$ cat config.mk
export PLATFORM = sky130hd
export DESIGN_NAME = peak_decim_scale
export DESIGN_NICKNAME = d
export VERILOG_FILES = /design/src/rtl/pds_pkg.sv /design/src/rtl/pds_peak3.sv /design/src/rtl/pds_decim2.sv /design/src/rtl/pds_scale.sv /design/src/rtl/peak_decim_scale.sv
export SDC_FILE = /design/constraint.sdc
export NUM_CORES = 1
export LEC_CHECK = 0
export BUFFER_PORTS_ARGS = -buffer_cell sky130_fd_sc_hd__buf_2
export CORE_AREA = 5 5 86 96
export CTS_BUF_LIST = sky130_fd_sc_hd__clkbuf_16
export CTS_CLUSTER_SIZE = 20
export DETAILED_ROUTE_END_ITERATION = 6
export DIE_AREA = 0 0 91 101
export PLACE_DENSITY = 0.83
export SETUP_SLACK_MARGIN = 0.05
export SYNTH_ARGS = -nofsm -noshare
export SYNTH_HDL_FRONTEND = slang
export SYNTH_HIERARCHICAL = 1
export SYNTH_SLANG_ARGS = --single-unit
$ cat constraint.sdc
create_clock -name clk -period 3.5 [get_ports clk]
set_input_delay 0.525 -clock clk [delete_from_list [all_inputs] [get_ports clk]]
set_output_delay 0.525 -clock clk [all_outputs]
set_load 0.005 [all_outputs]
$ cat src/rtl/pds_pkg.sv
package pds_pkg;
  // Candidate-window fill level after reset
  typedef enum logic [1:0] {
    FILL_NONE = 2'd0,
    FILL_ONE  = 2'd1,
    FILL_FULL = 2'd2
  } fill_e;
endpackage

$ cat src/rtl/pds_peak3.sv
module pds_peak3
  import pds_pkg::*;
#(
  parameter int IN_W  = 19,
  parameter int CMP_W = 16
) (
  input  logic             clk,
  input  logic             rst_n,
  input  logic             in_valid,
  input  logic [IN_W-1:0]  in_data,
  input  logic             peak_en,
  output logic             pk_vld,
  output logic [CMP_W-1:0] pk_val
);
  localparam int LSB = IN_W - CMP_W;

  fill_e            fill_q, fill_d;
  logic [CMP_W-1:0] cand_q, prev_q, cur;
  logic [CMP_W-1:0] res;
  logic             is_peak;
  logic             emit;
  logic             unused_lsb;

  assign cur        = in_data[IN_W-1:LSB];
  assign unused_lsb = ^in_data[LSB-1:0];

  always_comb begin
    is_peak = (cand_q > prev_q) && (cand_q >= cur);
    if (peak_en) res = is_peak ? cand_q : '0;
    else         res = cand_q;
    emit   = in_valid && (fill_q == FILL_FULL);
    fill_d = fill_q;
    if (in_valid) begin
      unique case (fill_q)
        FILL_NONE: fill_d = FILL_ONE;
        default:   fill_d = FILL_FULL;
      endcase
    end
  end

  always_ff @(posedge clk or negedge rst_n) begin
    if (!rst_n) begin
      fill_q <= FILL_NONE;
      cand_q <= '0;
      prev_q <= '0;
      pk_vld <= 1'b0;
      pk_val <= '0;
    end else begin
      pk_vld <= emit;
      if (emit) pk_val <= res;
      if (in_valid) begin
        prev_q <= cand_q;
        cand_q <= cur;
        fill_q <= fill_d;
      end
    end
  end

  // no result until the window holds two earlier samples
  p_warmup_r5: assert property (@(posedge clk) disable iff (!rst_n)
    (in_valid && fill_q != FILL_FULL) |=> !pk_vld);

  // a candidate not above its predecessor is reported as zero
  p_nonpeak_zero_r2: assert property (@(posedge clk) disable iff (!rst_n)
    (in_valid && peak_en && fill_q == FILL_FULL && !(cand_q > prev_q)) |=> (pk_val == '0));

  // pass-through reports the held candidate
  p_bypass_r4: assert property (@(posedge clk) disable iff (!rst_n)
    (in_valid && !peak_en && fill_q == FILL_FULL) |=> (pk_val == $past(cand_q)));
endmodule

$ cat src/rtl/pds_decim2.sv
module pds_decim2 #(
  parameter int W = 16
) (
  input  logic         clk,
  input  logic         rst_n,
  input  logic         pk_vld,
  input  logic [W-1:0] pk_val,
  input  logic         dec_phase,
  output logic         dec_vld,
  output logic [W-1:0] dec_val
);
  logic par_q, par_d;
  logic keep;

  always_comb begin
    keep  = pk_vld && (par_q == dec_phase);
    par_d = pk_vld ? ~par_q : par_q;
  end

  always_ff @(posedge clk or negedge rst_n) begin
    if (!rst_n) begin
      par_q   <= 1'b0;
      dec_vld <= 1'b0;
      dec_val <= '0;
    end else begin
      par_q   <= par_d;
      dec_vld <= keep;
      if (keep) dec_val <= pk_val;
    end
  end

  // kept results alternate with dropped ones
  p_skip_next_r6: assert property (@(posedge clk) disable iff (!rst_n)
    (pk_vld && dec_vld) |-> !keep);
endmodule

$ cat src/rtl/pds_scale.sv
module pds_scale #(
  parameter int IN_W  = 16,
  parameter int OUT_W = 10,
  parameter int SH_W  = 2
) (
  input  logic [IN_W-1:0]  val,
  input  logic [SH_W-1:0]  div_sel,
  output logic [OUT_W-1:0] scaled,
  output logic             ovf
);
  logic [IN_W-1:0] shifted;

  always_comb begin
    shifted = val >> div_sel;
    scaled  = shifted[OUT_W-1:0];
    ovf     = |shifted[IN_W-1:OUT_W];
  end
endmodule

$ cat src/rtl/peak_decim_scale.sv
module peak_decim_scale #(
  parameter int IN_W  = 19,
  parameter int CMP_W = 16,
  parameter int OUT_W = 10,
  parameter int SH_W  = 2
) (
  input  logic             clk,
  input  logic             rst_n,
  input  logic             in_valid,
  input  logic [IN_W-1:0]  in_data,
  input  logic             peak_en,
  input  logic             dec_phase,
  input  logic [SH_W-1:0]  div_sel,
  output logic             out_valid,
  output logic [OUT_W-1:0] out_peak,
  output logic             out_ovf
);
  logic             pk_vld, dec_vld;
  logic [CMP_W-1:0] pk_val, dec_val;
  logic [OUT_W-1:0] sc_val;
  logic             sc_ovf;

  pds_peak3 #(.IN_W(IN_W), .CMP_W(CMP_W)) u_peak (
    .clk(clk), .rst_n(rst_n), .in_valid(in_valid), .in_data(in_data),
    .peak_en(peak_en), .pk_vld(pk_vld), .pk_val(pk_val)
  );

  pds_decim2 #(.W(CMP_W)) u_decim (
    .clk(clk), .rst_n(rst_n), .pk_vld(pk_vld), .pk_val(pk_val),
    .dec_phase(dec_phase), .dec_vld(dec_vld), .dec_val(dec_val)
  );

  pds_scale #(.IN_W(CMP_W), .OUT_W(OUT_W), .SH_W(SH_W)) u_scale (
    .val(dec_val), .div_sel(div_sel), .scaled(sc_val), .ovf(sc_ovf)
  );

  always_ff @(posedge clk or negedge rst_n) begin
    if (!rst_n) begin
      out_valid <= 1'b0;
      out_peak  <= '0;
      out_ovf   <= 1'b0;
    end else begin
      out_valid <= dec_vld;
      if (dec_vld) begin
        out_peak <= sc_val;
        out_ovf  <= sc_ovf;
      end
    end
  end

  // output strobe never on two adjacent cycles
  p_decim_half_r6: assert property (@(posedge clk) disable iff (!rst_n)
    out_valid |=> !out_valid);

  // outputs hold while no new result is kept
  p_hold_r10: assert property (@(posedge clk) disable iff (!rst_n)
    !dec_vld |=> ($stable(out_peak) && $stable(out_ovf)));
endmodule

* After elaboration in Yosys (flattened, before gate mapping)
Cells that the tools add are included.
** Word-level totals
- Input port bits :: 26
- Bits in registers :: 81
- Output and inout bits :: 12
** Operators by class
- Shift-type cells :: 1
- Magnitude comparators :: 2
- Reductions and logical operators :: 5
- Equal/unequal tests :: 2
- Mux-type cells :: 3
- Bitwise gates (word level) :: 1
** Operator list (count)
- $mux W16 :: 2
- $ge A16 B16 Y1 :: 1
- $gt A16 B16 Y1 :: 1
- $shr A16 B2 Y16 :: 1
- $reduce_or A6 Y1 :: 1
- $logic_and A1 B1 Y1 :: 3
- $eq A2 B2 Y1 const B :: 1
- $logic_not A2 Y1 :: 1
- $mux W2 :: 1
- $eq A1 B1 Y1 :: 1
- $not A1 Y1 :: 1

* Logic depth before layout (Yosys ltp)
- Depth in word-level cells :: 4
- Mapped depth :: 8
- Depth with buffers taken out :: 7

* By module
The synthesis kept the hierarchy.
** Modules (own cells, without submodules)
- pds_peak3 :: area an instance 2970.3 µm², times used 1, seq. area each 1276.2 µm², cells an instance 292
- pds_decim2 :: area an instance 719.4 µm², times used 1, seq. area each 450.4 µm², cells an instance 39
- peak_decim_scale :: area an instance 473.0 µm², times used 1, seq. area each 300.3 µm², cells an instance 24
- pds_scale :: area an instance 285.3 µm², times used 1, seq. area each 0.0 µm², cells an instance 17

* Least setup slack after synthesis
Ideal clock, no wire load.
- Path kind :: input -> register
- Start point :: in in_data[3]
- End point :: reg u_peak.pk_val[0]
- Stages :: 7
- Library setup time :: 0.123 ns
- Data arrival time :: 2.044 ns
- Slack :: 1.333 ns
- Buffers on the path :: 1
- Cells stage by stage :: ha_1 nand2b_4 a2111o_1 a311o_1 o21ai_4 buf_12 o21ai_2
** Between the ends
- Cells in the longest elaborated chain, start to end :: 4
** Ends and longest elaborated chain
- from (decl) :: RTL line peak_decim_scale.sv:10 : input logic [IN_W-1:0] in_data,
- $ge A16 B16 Y1 :: RTL line pds_peak3.sv:28 : is_peak = (cand_q > prev_q) && (cand_q >= cur);
- $logic_and A1 B1 Y1 :: RTL line pds_peak3.sv:28
- $mux W16 (2 in series) :: RTL line pds_peak3.sv:29 : if (peak_en) res = is_peak ? cand_q : '0;
- to (signal assigned) :: RTL line pds_peak3.sv:50 : if (emit) pk_val <= res;
- to (decl) :: RTL line pds_peak3.sv:13 : output logic [CMP_W-1:0] pk_val
Every way passes these cells.
A chain may end at the register's enable or synchronous reset.

* Final worst setup path
- Start point :: reg u_peak.cand_q[0]
- End point :: reg u_peak.pk_val[15]
** Between the ends
- Cells in the longest elaborated chain, start to end :: 4
** Ends and longest elaborated chain
- from (decl) :: RTL line pds_peak3.sv:18 : logic [CMP_W-1:0] cand_q, prev_q, cur;
- from (signal assigned) :: RTL line pds_peak3.sv:53 : cand_q <= cur;
- $gt A16 B16 Y1 / $ge A16 B16 Y1 (equally long branches) :: RTL line pds_peak3.sv:28
- $logic_and A1 B1 Y1 (*) :: RTL line pds_peak3.sv:28
- $mux W16 (*) (2 in series) :: RTL line pds_peak3.sv:29
Every way passes the cells marked *; elsewhere a longest branch is shown, timed or not.

==> metrics.md <==
| Metric | Value |
|---|---|
| Slew headroom | 31.97% |
| Sequential share of power | 42.2% |
| Synthesized area per cell | 11.96 um2 |
| Die H | 101 um |
| Area grow syn2layout | 11.42% |
| Drt first-iter violations | 185 |
| NetSw | 985.7 uW |
| Skew final | 0.006515 ns |
| Leakage | 2.373 nW |
| Number of flops mapped to enable cells by yosys | 0 |
| Global-route usage over all layers | 19.62% |
| Power Dens Cells | 672.0 nW/um2 |
| Fin. Hold Viols | 0 |
| Top Ports | 38 |
| Cell family with most CP delay | compound AO/OA/AOI/OAI gates |
| Initial Utilization | 61.56% |
| Comb pwr share | 27.1% |
| Site Rows | 33 |
| RePlAce Congestion | 0.7820 |
| First-pass GRT wire length | 14580 um |
| Clock share of power | 30.6% |
| Routed len/inst | 16.96 um |
| Slew Limit Fails | 0 |
| Synth Area in Compound Gates | 13.73% |
| Critical Path Start Type | flip-flop |
| Nets | 459 |
| Most used DFF post-synth | dfrtp_1 |
| Clock latency on the worst-skew pair | 0.33 ns |
| CTS tree | yes |
| Placed Cells | 477 |
| Worst path bufs/invs | 1 |
| Worst path max stage delay | 0.51 ns |
| Initial antenna violation count | 0 |
| Pin count of the biggest net entering global routing | 82 |
| CP max stage cell | o21ai_4 |
| GRT overflow | 0 |
| Synthesized cell area | 4448 um2 |
| Setup bufs post-CTS | 0 |
| Post-Synth Adder-Cell Area | 9.001% |
| Outcome | finished clean |
| Largest family of logic cells by synthesized area | multiplexers |
| Synth warn | 6 |
| Share of cells above drive strength 1 | 29.31% |
| Measured slew at the worst slew-check pin | 1.020 ns |
| CTS Hold Bufs | 0 |
| Vias in the first global route | 3032 |
| Period utilization | 72.40% |
| Post-Synth XOR/XNOR Area | 0.5626% |
| Max Cap Viol | 0 |
| Maximum buffer depth of the clock tree | 2 |
| Final wirelength | 8360 um |
| Pwr Total | 3.330 mW |
| Sequential-to-total area share from yosys stat | 45.57% |
| Initial DRT Pass Iterations | 4 |
| # resized after CTS | 0 |
| ANT nets after route | 0 |
| Crit path max fanout | 16 |
| Pint | 2.345 mW |
| Die ar. | 9191 um2 |
| RSZ-0062 raised after global routing | false |
| CP Class | reg2reg |
| Crit path DAT | 2.71 ns |
| Worst path cell trace | inv_1 > ha_1 > nand2b_4 > a2111o_1 > a311o_1 > o21ai_4 > o21ai_0 |
| Critical path endpoint category | flip-flop |
| # diodes | 0 |
| HP Class | in2async |
| CP Data Required Time | 3.68 ns |
| Sink Count | 81 |
| Detail Placement HPWL | 5619 um |
| Fin cells | 493 |
| Switching Share | 29.60% |
| Distinct cells, synth | 44 |
| Count of final setup violators | 0 |
| Drc violations | 0 |
| Vias | 2918 |
| Ys async rst share | 100.0% |
| Peak supply drop | 534.5 uV |
| Simple-gate share of the synthesized area | 7.342% |
| Vias per cell | 5.919 |
| Top cells by area, synth | dfrtp_1, ha_1, mux2_4 |
| Max Freq | 394.6 MHz |
| Reg clk slew, reported paths | 0.06 ns |
| Most common cell after layout, fill and taps aside | dfrtp_1 |
| Yosys top cell by area | dfrtp_1 |
| Core footprint | 7226 um2 |
| Period minus WS final | 2.534 ns |
| Cell count after synthesis | 372 |
| CTS root buffer | clkbuf_16 |
| Die X | 91 um |
| H-tree Lvls | 3 |
| TritonCTS buffer count | 9 |
| Mapped Nets | 430 |
| Post-synthesis mux area share | 18.06% |
| Fin Setup TNS | 0 ns |
| Seq cells post-synth | 81 |
| PortBufs | 34 |
| Top-area cell type share of the netlist area | 45.57% |
| Most frequent cells in the layout | dfrtp_1, inv_1, buf_2, ha_1, a21oi_1 |
==> synth_stat cells, types with 2 or more instances <==
cell type / count
buf_2: 2
nand3_1: 3
a21oi_1: 26
nor3b_1: 15
nor3_1: 2
buf_6: 3
mux2_2: 25
buf_1: 2
nand4_1: 7
nand2_1: 20
o21ai_2: 10
clkbuf_1: 10
inv_1: 35
ha_1: 32
dfrtp_1: 81
o31ai_1: 16
mux4_1: 3
mux4_2: 7
a21o_1: 2
o21ai_0: 25
nor2_1: 5
mux2_4: 19
==> sequential cells by signal, indices dropped and copies added, names as in the netlist, 2 cells and up <==
| name | count |
|---|---|
| u_peak/pk_val | 16 |
| u_peak/cand_q | 16 |
| u_peak/prev_q | 16 |
| u_decim/dec_val | 16 |
| out_peak | 10 |
| u_peak/fill_q | 2 |
==> worst register-to-register path, stage by stage, from the launching register on <==
cell and delay (ns):
dfrtp_1 0.40, inv_1 0.14, ha_1 0.25, nand2b_4 0.13, a2111o_1 0.42, a311o_1 0.31
o21ai_4 0.51, o21ai_0 0.22
==> worst paths after layout <==
path	from	endpoint	slack (ns)	cells past startpoint
max	u_peak/cand_q[0]	u_peak/pk_val[15]	0.97	7
min	rst_n	out_peak[0]	0.36	1
max reg2reg	u_peak/cand_q[0]	u_peak/pk_val[15]	0.97	7
min reg2reg	u_peak/fill_q[1]	u_peak/fill_q[1]	0.49	1
max in group asynchronous	rst_n	out_peak[6]	2.52	1
min in group clk	in_data[3]	u_peak/cand_q[0]	0.43	3
==> cell type report <==
class,instances,area [um2]
clock buffers,9,225.2
clock inverters,7,102.6
fillers,481,2270
inverters,35,131.4
multi-input cells,237,2166
flip-flops and latches,81,2027
well taps,87,108.9
repair buffers,37,195.2
==> metal layers <==
layer  share of wire, %  global-route usage (%)  vias to the layer above
met5                  0                       0                        -
met4                1.5                   9.594                        0
met3                3.7                   2.689                       13
met2                 52                   32.52                       56
met1                 43                   25.46                     1434
li1                   -                       -                     1415
==> cells by family (layout without fill, tap and decap cells) <==
| logic type | count (synthesis) | in the layout |
|---|---|---|
| multiplexers | 54 | 54 |
| adder cells (fa/ha/maj) | 32 | 32 |
| XOR/XNOR | 2 | 2 |
| AND/OR/NAND/NOR | 58 | 58 |
| flip-flops | 81 | 81 |
| AO/OA/AOI/OAI | 91 | 91 |
| buffers and inverters | 54 | 88 |
==> through the flow <==
stage               hold slack, ns  area (um2)  util, %  setup slack (ns)
finish                      0.3558        4956    68.59            0.9659
global placement            0.4603        4628    64.05            0.8896
global route                0.4350        4956    68.59            0.8404
floorplan                   0.2294        4448        -             1.333
detailed placement          0.4746        4628    64.05            0.8294
CTS                         0.3940        4956    68.59            0.9663
==> power groups by stage <==
stage               Sequential (mW)  Clock (mW)  Combinational (mW)
floorplan                      1.34           0               0.747
detailed placement             1.42           0               0.898
global placement               1.40           0               0.854
finish                         1.41        1.02               0.904
CTS                            1.41        1.04               0.915
global route                   1.44        1.09               0.996
Power figures use the tool's default switching activity.
